## src/rtl/lilp_pkg.sv

```systemverilog
package lilp_pkg;
    typedef enum logic [1:0] {
        THR_LOW  = 2'b00,
        THR_MID  = 2'b01,
        THR_HIGH = 2'b10
    } thr_code_e;

    function automatic thr_code_e thr_decode(input logic hi_s, input logic lo_s);
        thr_code_e c;
        if (hi_s && lo_s)        c = THR_HIGH;
        else if (!hi_s && !lo_s) c = THR_LOW;
        else                     c = THR_MID;
        return c;
    endfunction
endpackage

```

## src/rtl/lilp_arm.sv

```systemverilog
module lilp_arm #(
    parameter int ARM_TICKS = 250000
) (
    input  logic clk,
    input  logic rst_n,
    input  logic tick,
    input  logic active,
    input  logic lp_strap,
    output logic armed
);
    localparam int AW = (ARM_TICKS > 1) ? $clog2(ARM_TICKS) : 1;
    localparam logic [AW-1:0] LAST = AW'(ARM_TICKS - 1);

    typedef struct packed {
        logic [AW-1:0] cnt;
        logic          done;
    } arm_st_t;

    arm_st_t st_d, st_q;

    always_comb begin
        st_d = st_q;
        if (!active) begin
            st_d.cnt  = '0;
            st_d.done = 1'b0;
        end else if (tick && !st_q.done) begin
            if (st_q.cnt == LAST) st_d.done = 1'b1;
            else                  st_d.cnt  = st_q.cnt + 1'b1;
        end
    end

    always_ff @(posedge clk or negedge rst_n) begin
        if (!rst_n) st_q <= '0;
        else        st_q <= st_d;
    end

    assign armed = st_q.done & lp_strap & active;
endmodule

```

## src/rtl/lilp_lane.sv

```systemverilog
module lilp_lane #(
    parameter int IDLE_CYC = 3,
    parameter int LP_TICKS = 2
) (
    input  logic clk,
    input  logic rst_n,
    input  logic tick,
    input  logic sq_hi,
    input  logic armed,
    output logic idle_o,
    output logic lp_o
);
    localparam int IW = (IDLE_CYC > 1) ? $clog2(IDLE_CYC) : 1;
    localparam int LW = (LP_TICKS > 1) ? $clog2(LP_TICKS) : 1;
    localparam logic [IW-1:0] I_LAST = IW'(IDLE_CYC - 1);
    localparam logic [LW-1:0] L_LAST = LW'(LP_TICKS - 1);

    typedef struct packed {
        logic [IW-1:0] icnt;
        logic          idle;
        logic [LW-1:0] lcnt;
        logic          lp;
    } lane_st_t;

    lane_st_t st_d, st_q;

    always_comb begin
        st_d = st_q;
        // idle qualification, counted in clock cycles
        if (sq_hi) begin
            st_d.icnt = '0;
            st_d.idle = 1'b0;
        end else if (!st_q.idle) begin
            if (st_q.icnt == I_LAST) st_d.idle = 1'b1;
            else                     st_d.icnt = st_q.icnt + 1'b1;
        end
        // low-power qualification, counted in timebase ticks
        if (sq_hi || !armed) begin
            st_d.lcnt = '0;
            st_d.lp   = 1'b0;
        end else if (tick && !st_q.lp) begin
            if (st_q.lcnt == L_LAST) st_d.lp   = 1'b1;
            else                     st_d.lcnt = st_q.lcnt + 1'b1;
        end
    end

    always_ff @(posedge clk or negedge rst_n) begin
        if (!rst_n) st_q <= '0;
        else        st_q <= st_d;
    end

    assign idle_o = st_q.idle;
    assign lp_o   = st_q.lp;
endmodule

```

## src/rtl/lilp_thr.sv

```systemverilog
module lilp_thr
    import lilp_pkg::*;
(
    input  logic       clk,
    input  logic       rst_n,
    input  logic       hi_sense,
    input  logic       lo_sense,
    output logic [1:0] code
);
    thr_code_e code_d, code_q;

    always_comb code_d = thr_decode(hi_sense, lo_sense);

    always_ff @(posedge clk or negedge rst_n) begin
        if (!rst_n) code_q <= THR_MID;
        else        code_q <= code_d;
    end

    assign code = code_q;
endmodule

```

## src/rtl/lane_idle_lp_ctrl.sv

```systemverilog
module lane_idle_lp_ctrl #(
    parameter int LANES     = 4,
    parameter int IDLE_CYC  = 3,
    parameter int LP_TICKS  = 2,
    parameter int ARM_TICKS = 250000
) (
    input  logic             clk,
    input  logic             rst_n,
    input  logic             tick,
    input  logic             active,
    input  logic             lp_strap,
    input  logic             slave_strap,
    input  logic [LANES-1:0] sq_above,
    input  logic             thr_hi_sense,
    input  logic             thr_lo_sense,
    output logic [LANES-1:0] idle_force,
    output logic [LANES-1:0] lp_req,
    output logic [LANES-1:0] sq_en,
    output logic [1:0]       thr_code
);
    localparam logic [LANES-1:0] EN_ALL    = '1;
    localparam logic [LANES-1:0] EN_MASTER = LANES'(1);

    typedef struct packed {
        logic [LANES-1:0] sq_en;
    } top_st_t;

    top_st_t          st_d, st_q;
    logic [LANES-1:0] eff_sq;
    logic             armed;

    always_comb begin
        st_d       = st_q;
        st_d.sq_en = slave_strap ? EN_MASTER : EN_ALL;
    end

    always_ff @(posedge clk or negedge rst_n) begin
        if (!rst_n) st_q.sq_en <= EN_ALL;
        else        st_q       <= st_d;
    end

    assign sq_en = st_q.sq_en;

    // lane 0 is the master; others follow it in slave mode
    assign eff_sq[0] = sq_above[0];
    for (genvar g = 1; g < LANES; g++) begin : g_sel
        assign eff_sq[g] = slave_strap ? sq_above[0] : sq_above[g];
    end

    lilp_arm #(.ARM_TICKS(ARM_TICKS)) u_arm (
        .clk      (clk),
        .rst_n    (rst_n),
        .tick     (tick),
        .active   (active),
        .lp_strap (lp_strap),
        .armed    (armed)
    );

    for (genvar g = 0; g < LANES; g++) begin : g_lane
        lilp_lane #(.IDLE_CYC(IDLE_CYC), .LP_TICKS(LP_TICKS)) u_lane (
            .clk    (clk),
            .rst_n  (rst_n),
            .tick   (tick),
            .sq_hi  (eff_sq[g]),
            .armed  (armed),
            .idle_o (idle_force[g]),
            .lp_o   (lp_req[g])
        );
    end

    lilp_thr u_thr (
        .clk      (clk),
        .rst_n    (rst_n),
        .hi_sense (thr_hi_sense),
        .lo_sense (thr_lo_sense),
        .code     (thr_code)
    );
endmodule

```

## config.mk

```make
export PLATFORM = sky130hd
export DESIGN_NAME = lane_idle_lp_ctrl
export DESIGN_NICKNAME = d
export VERILOG_FILES = /design/src/rtl/lilp_pkg.sv /design/src/rtl/lilp_arm.sv /design/src/rtl/lilp_lane.sv /design/src/rtl/lilp_thr.sv /design/src/rtl/lane_idle_lp_ctrl.sv
export SDC_FILE = /design/constraint.sdc
export NUM_CORES = 1
export LEC_CHECK = 0
export CAP_MARGIN = 10
export CORE_MARGIN = 2
export CORE_UTILIZATION = 30
export CTS_BUF_LIST = sky130_fd_sc_hd__clkbuf_8
export DETAILED_ROUTE_END_ITERATION = 8
export GPL_ROUTABILITY_DRIVEN = 0
export PLACE_DENSITY = 0.57
export SKIP_LAST_GASP = 1
export SLEW_MARGIN = 20
export SYNTH_ARGS = -nofsm -noshare
export SYNTH_HDL_FRONTEND = slang
export SYNTH_SLANG_ARGS = --single-unit
```

## constraint.sdc

```tcl
create_clock -name clk -period 2.45 [get_ports clk]
set_input_delay 0.6125 -clock clk [delete_from_list [all_inputs] [get_ports clk]]
set_output_delay 0.6125 -clock clk [all_outputs]
set_load 0.01 [all_outputs]
```

Word-level counts from Yosys, hierarchy flattened
Index checks and enable logic that the tools add are counted.
{ "word_totals": {"reg_bits": 45, "wordCells": 126, "mem_bits_rw": 0, "n_memories": 0, "latch_bits": 0, "out_inout_bits": 14, "mem_bits_ro": 0} }
{ "classes": {"n_mux": 42, "div_mod_pow": 0, "shift": 0, "add_sub_neg": 9, "n_reduce_logical": 37, "mul": 0, "bitwise_logic": 2, "eq_ne": 16, "n_lt_le_gt_ge": 0} }
{ "op_table": {"columns": ["operator", "count"], "rows": [
  ["two-way mux 19 bit", 2],
  ["two-way mux 2 bit", 13],
  ["two-way mux 3 bit", 8],
  ["AND reduction 2 bit", 10],
  ["adder 18 x 1 -> 18 bit (second input constant)", 1],
  ["== test 18 bit (second input constant)", 1],
  ["two-way mux 18 bit", 1],
  ["two-way mux 1 bit", 17],
  ["!= test 2 x 1 -> 1 bit (second input constant)", 8],
  ["nonzero test 2 bit", 8],
  ["adder 2 x 1 -> 2 bit (second input constant)", 4],
  ["== test 2 bit (second input constant)", 4],
  ["zero test 1 bit", 8],
  ["logical AND 1 bit", 7],
  ["!= test 2 bit (second input constant)", 3],
  ["adder 1 bit (second input constant)", 4],
  ["logical OR 1 bit", 4],
  ["two-way mux 4 bit", 1],
  ["bitwise AND 1 bit", 2]
]} }

Logic depth before layout (Yosys ltp)
{ "logic_depth": {"depth_word": 6, "ltp_mapped": 7} }

Hierarchy
Synthesis repeated with hierarchy kept, for this count alone.
{ "hier_totals": {"cells_unflattened": 201, "hier_area_um2": 2034.5} }
{ "by_module_without_submodules": {"columns": ["module", "area_each_um2", "instances", "seq_area_each_um2", "cells_per_inst"], "rows": [
  ["lilp_arm", 1034.7, 1, 475.5, 105],
  ["lilp_lane", 211.5, 4, 125.1, 21],
  ["lane_idle_lp_ctrl", 90.1, 1, 26.3, 9],
  ["lilp_thr", 63.8, 1, 51.3, 3]
]} }

Worst setup path before layout
No wires, ideal clock.
{ "synth_timing": {"path_type": "register -> register", "start": "register u_arm.st_q[1] (netlist name)", "end": "register u_arm.st_q[3] (netlist name)", "arrival_ns": 1.660, "required_time_ns": 2.371, "setup_time_ns": 0.079, "period_less_slack_ns": 1.740, "path_slack_ns": 0.710, "path_stages_with_launch": 8, "cell_sequence": "dfrtp_1 > ha_1 > and3_1 > buf_2 > and3_1 > clkbuf_1 > a211oi_1 > mux2i_1"} }
{ "synth_via": {"elab_chain_len": 4, "elab_cells_between_ends": 7, "classes_between": "add/sub: 1; eq/ne: 2; mux: 3; reduce/logical: 1"} }
{ "synth_rtl": {"columns": ["element", "line_no", "rtl"], "rows": [
  ["from (decl)", "lilp_arm.sv:19", "arm_st_t st_d, st_q;"],
  ["from (signal assigned)", "lilp_arm.sv:34", "else st_q <= st_d;"],
  ["adder 18 x 1 -> 18 bit", "lilp_arm.sv:28", "else st_d.cnt = st_q.cnt + 1'b1;"],
  ["two-way mux 18 bit", "lilp_arm.sv:27", "if (st_q.cnt == LAST) st_d.done = 1'b1;"],
  ["two-way mux 19 bit", "lilp_arm.sv:26", "end else if (tick && !st_q.done) begin"],
  ["two-way mux 19 bit", "lilp_arm.sv:23", "if (!active) begin"]
]} }
Parallel ways exist; a longest one is shown, timed or not. The select of a mux whose other input is x is not followed.
A chain may end at the register's enable or synchronous reset.

Worst setup path after layout
{ "layout_timing": {"start": "input port tick", "end": "register u_arm.st_q[18] (netlist name)"} }
{ "layout_via": {"elab_chain_len": 3} }
{ "layout_rtl": {"columns": ["element", "line_no", "rtl"], "rows": [
  ["from (decl)", "lane_idle_lp_ctrl.sv:9", "input logic tick,"],
  ["logical AND 1 bit", "lilp_arm.sv:26", null],
  ["!= test 2 x 1 -> 1 bit (no source line)", null, null],
  ["AND reduction 2 bit (no source line)", null, null]
]} }
No other way between the ends.

==> metrics.md <==
| Metric | Value |
|---|---|
| Worst slew pin tran | `around 510 ps` |
| Pleak | `0.001054 uW` |
| Root Driver | `clkbuf_8` |
| Initial core utilization | `0.3117` |
| Post-synth top area cell | `dfrtp_1` |
| Vias per Instance | `4.506` |
| Crit Path Category | `in2reg` |
| Grt total ovfl | `0` |
| R2r worst-path depth | `5` |
| Max Cap Viol | `0` |
| Crit path buffers/inverters | `1` |
| CTS tree | `built` |
| RSZ-0062 raised after global routing | `no` |
| Final setup fails | `0` |
| DR DRC count | `0` |
| Critical R2R Capture | `u_arm.st_q[3]$_DFFE_PN0P_` |
| Die width | `88.25 um` |
| CTS clk-pin slew, worst paths | `90 ps` |
| ANT nets after route | `0` |
| Worst VDD drop | `0.0003297 V` |
| Ranking of synthesized cells by area | `dfrtp_1, a21oi_1, buf_4` |
| Reg2Reg Setup Slack | `670 ps` |
| Syn avg cell area | `9.593 sq um` |
| Clk network pwr share | `0.279` |
| Switching share of power | `0.2954` |
| Yosys top cell area share | `0.4700` |
| Initial antenna violation count | `0` |
| H-tree depth | `2` |
| Final instance area | `2509 sq um` |
| 1st-pass router iterations | `4` |
| Sum Neg Setup Slack | `0 ps` |
| P_sw | `491.7 uW` |
| Post-layout min period | `2016 ps` |
| Slew margin rel. | `0.6548` |
| Cells after synthesis | `222` |
| Max Fclk | `~0.5 GHz` |
| Core Rows | `30` |
| Hold WS | `274.1 ps` |
| YS warnings | `0` |
| Logic pwr share | `0.221` |
| Total power | `1664 uW` |
| # diodes | `0` |
| CTS Buffer Depth | `2` |
| Via count | `1,514` |
| Post-synth EDFFs | `0` |
| Ports | `26` |
| Clock skew | `6.902 ps` |
| Die area | `7788 sq um` |
| Syn Nets | `240` |
| #FFs+latches synth | `42` |
| Post-Place Cell Area | `2416 sq um` |
| Hold Path Class | `in2async` |
| Share of cells above drive strength 1 | `0.07500` |
| Ordered list of cells on the worst path | `clkdlybuf4s50_1, and4b_2, nand4_4, or4_1, a21oi_1` |
| Clock Latency Late Sink | `300 ps` |
| WP data required | `roughly 2700 ps` |
| CTS resizes | `0` |
| Largest net degree at the start of global routing | `23` |
| DR WL/cell | `12.02 um` |
| Ys async rst share | `1.000` |
| Status | `complete, no violations` |
| Int Pwr | `1173 uW` |
| Vias in the first global route | `approximately 1,400` |
| Worst path slowest cell | `or4_1` |
| Detailed placement HPWL | `slightly below 3000 um` |
| Core box area | `6832 sq um` |
| Worst-path fanout max | `10` |
| Arr. time, crit path | `2240 ps` |
| Post-CTS Setup Bufs | `0` |
| Slew Limit Fails | `0` |
| CTS buffer count | `5` |
| CP max stage delay | `roughly 530 ps` |
| Routed wire length | `just over 4000 um` |
| Sequential fraction of the synthesis area | `0.4947` |
| Critical Path Start Type | `input port` |
| First-pass GRT wire length | `7017 um` |
| Post-CTS Hold Buffers | `0` |
| R2R Path Start | `u_arm.st_q[1]$_DFFE_PN0P_` |
| Post-Syn Area | `2130 sq um` |
| # clock sinks | `42` |
| GRT Resource Usage Total | `0.1153` |
| Starting DRT DRC Count | `89` |
| Total Nets Final | `257` |
| Cell Pwr Density | `663.5 nW/um^2` |
| Hold Vio Cnt, Final | `0` |
| Area Overhead vs Synth | `17.80%` |
| Synth unique cells | `33` |
| CP top delay family | `simple AND/OR/NAND/NOR gates` |
| Sequential power share | `0.500` |
| Final Cycle Share | `0.8229` |
| Vert. Die Dim | `88.25 um` |
| Worst Setup End Kind | `register` |
| Port Buffer Count | `24` |
| Main synth FF type | `dfrtp_1` |
power by group through the flow:
stage	combinational [uW]	clock, uW	sequential (uW)
floorplan	272	0	834
global placement	358	0	844
detailed placement	374	0	846
CTS	375	480	833
global route	428	512	847
finish	368	464	832
how the worst max path moves through the flow:
stage / startpoint / slack, ps / depth (start not counted) / endpoint
floorplan: tick / 710 / 4 / u_arm.st_q[18]$_DFFE_PN0P_
global placement: tick / 140 / 5 / u_arm.st_q[18]$_DFFE_PN0P_
detailed placement: tick / 130 / 5 / u_arm.st_q[18]$_DFFE_PN0P_
CTS: tick / 440 / 5 / u_arm.st_q[16]$_DFFE_PN0P_
global route: tick / 350 / 5 / u_arm.st_q[18]$_DFFE_PN0P_
finish: tick / 430 / 5 / u_arm.st_q[18]$_DFFE_PN0P_
metrics by stage:
stage               std cells  setup WS, ps    util
finish                    336         433.8  0.3672
global route              336         347.6  0.3672
CTS                       336         436.8  0.3672
detailed placement        328         128.3  0.3537
global placement          328         141.5  0.3537
floorplan                 222         709.9       -
flip-flops by register name (all words and copies together) (netlist names):
| name | flops |
|---|---|
| u_arm.st_q | 19 |
| g_lane.u_lane.st_q | 12 |
| g_lane.u_lane.idle_o | 4 |
| sq_en | 1 |
| u_thr.code | 2 |
| g_lane.u_lane.lp_o | 4 |
cells in the mapped netlist (2+ instances only):
library cell,instances
clkbuf_1,5
xor2_1,3
or3_1,6
a21oi_1,21
nand2_1,13
inv_1,16
nand2b_1,11
xnor2_1,4
nand4_1,4
nand3_1,8
ha_1,6
buf_2,2
nor3_1,3
dfrtp_1,40
or4_1,5
o31ai_1,5
mux2i_1,8
dfstp_2,2
o21ai_0,9
buf_4,11
a211oi_1,4
and3_1,4
nor2_1,22
worst register-to-register path, cell delays in order, from the launching register on:
cell	delay, ps
dfrtp_1	420
ha_1	230
and3_1	260
and3_1	260
a211oi_1	330
mux2i_1	210
cells in the final DEF (no fill, tap or decap), types with 5 or more instances in the layout:
master            n
nand3_1           8
mux2i_1           8
inv_1            16
or4_1             5
nor2_1           22
nand2_1          13
o21ai_0           9
clkdlybuf4s50_1  23
ha_1              6
nand2b_1         11
dfrtp_1          40
clkbuf_8          5
a21oi_1          21
or3_1             6
o31ai_1           5
cells by family (layout without fill, tap and decap cells):
kind of cell / Yosys count / count (layout) / synth area share
and+or+nand+nor: 84 / 84 / 0.2162
DFF: 42 / 42 / 0.4947
AOI/OAI and AO/OA: 40 / 40 / 0.1052
buffers and inverters: 34 / 52 / 0.08050
muxes: 8 / 8 / 0.03760
xor gates and xnor gates: 7 / 7 / 0.02879
adders and majority gates: 6 / 6 / 0.03525
other: 1 / 1 / 0.001761
per-layer routing:
metal	part of all wire	GRT usage
met1	0.51	0.1616
met5	0	0
met2	0.45	0.1743
met4	0.012	0.03719
met3	0.023	0.03078
final cells by class:
type / instances / area, sq um
Sequential cell: 42 / 1054
Fill cell: 717 / 4323
Clock inverter: 3 / 23.77
Tap cell: 96 / 120.1
Multi-Input combinational cell: 146 / 904.6
Clock buffer: 5 / 68.82
Timing Repair Buffer: 28 / 277.8
Inverter: 16 / 60.06
Power figures use the tool's default switching activity.
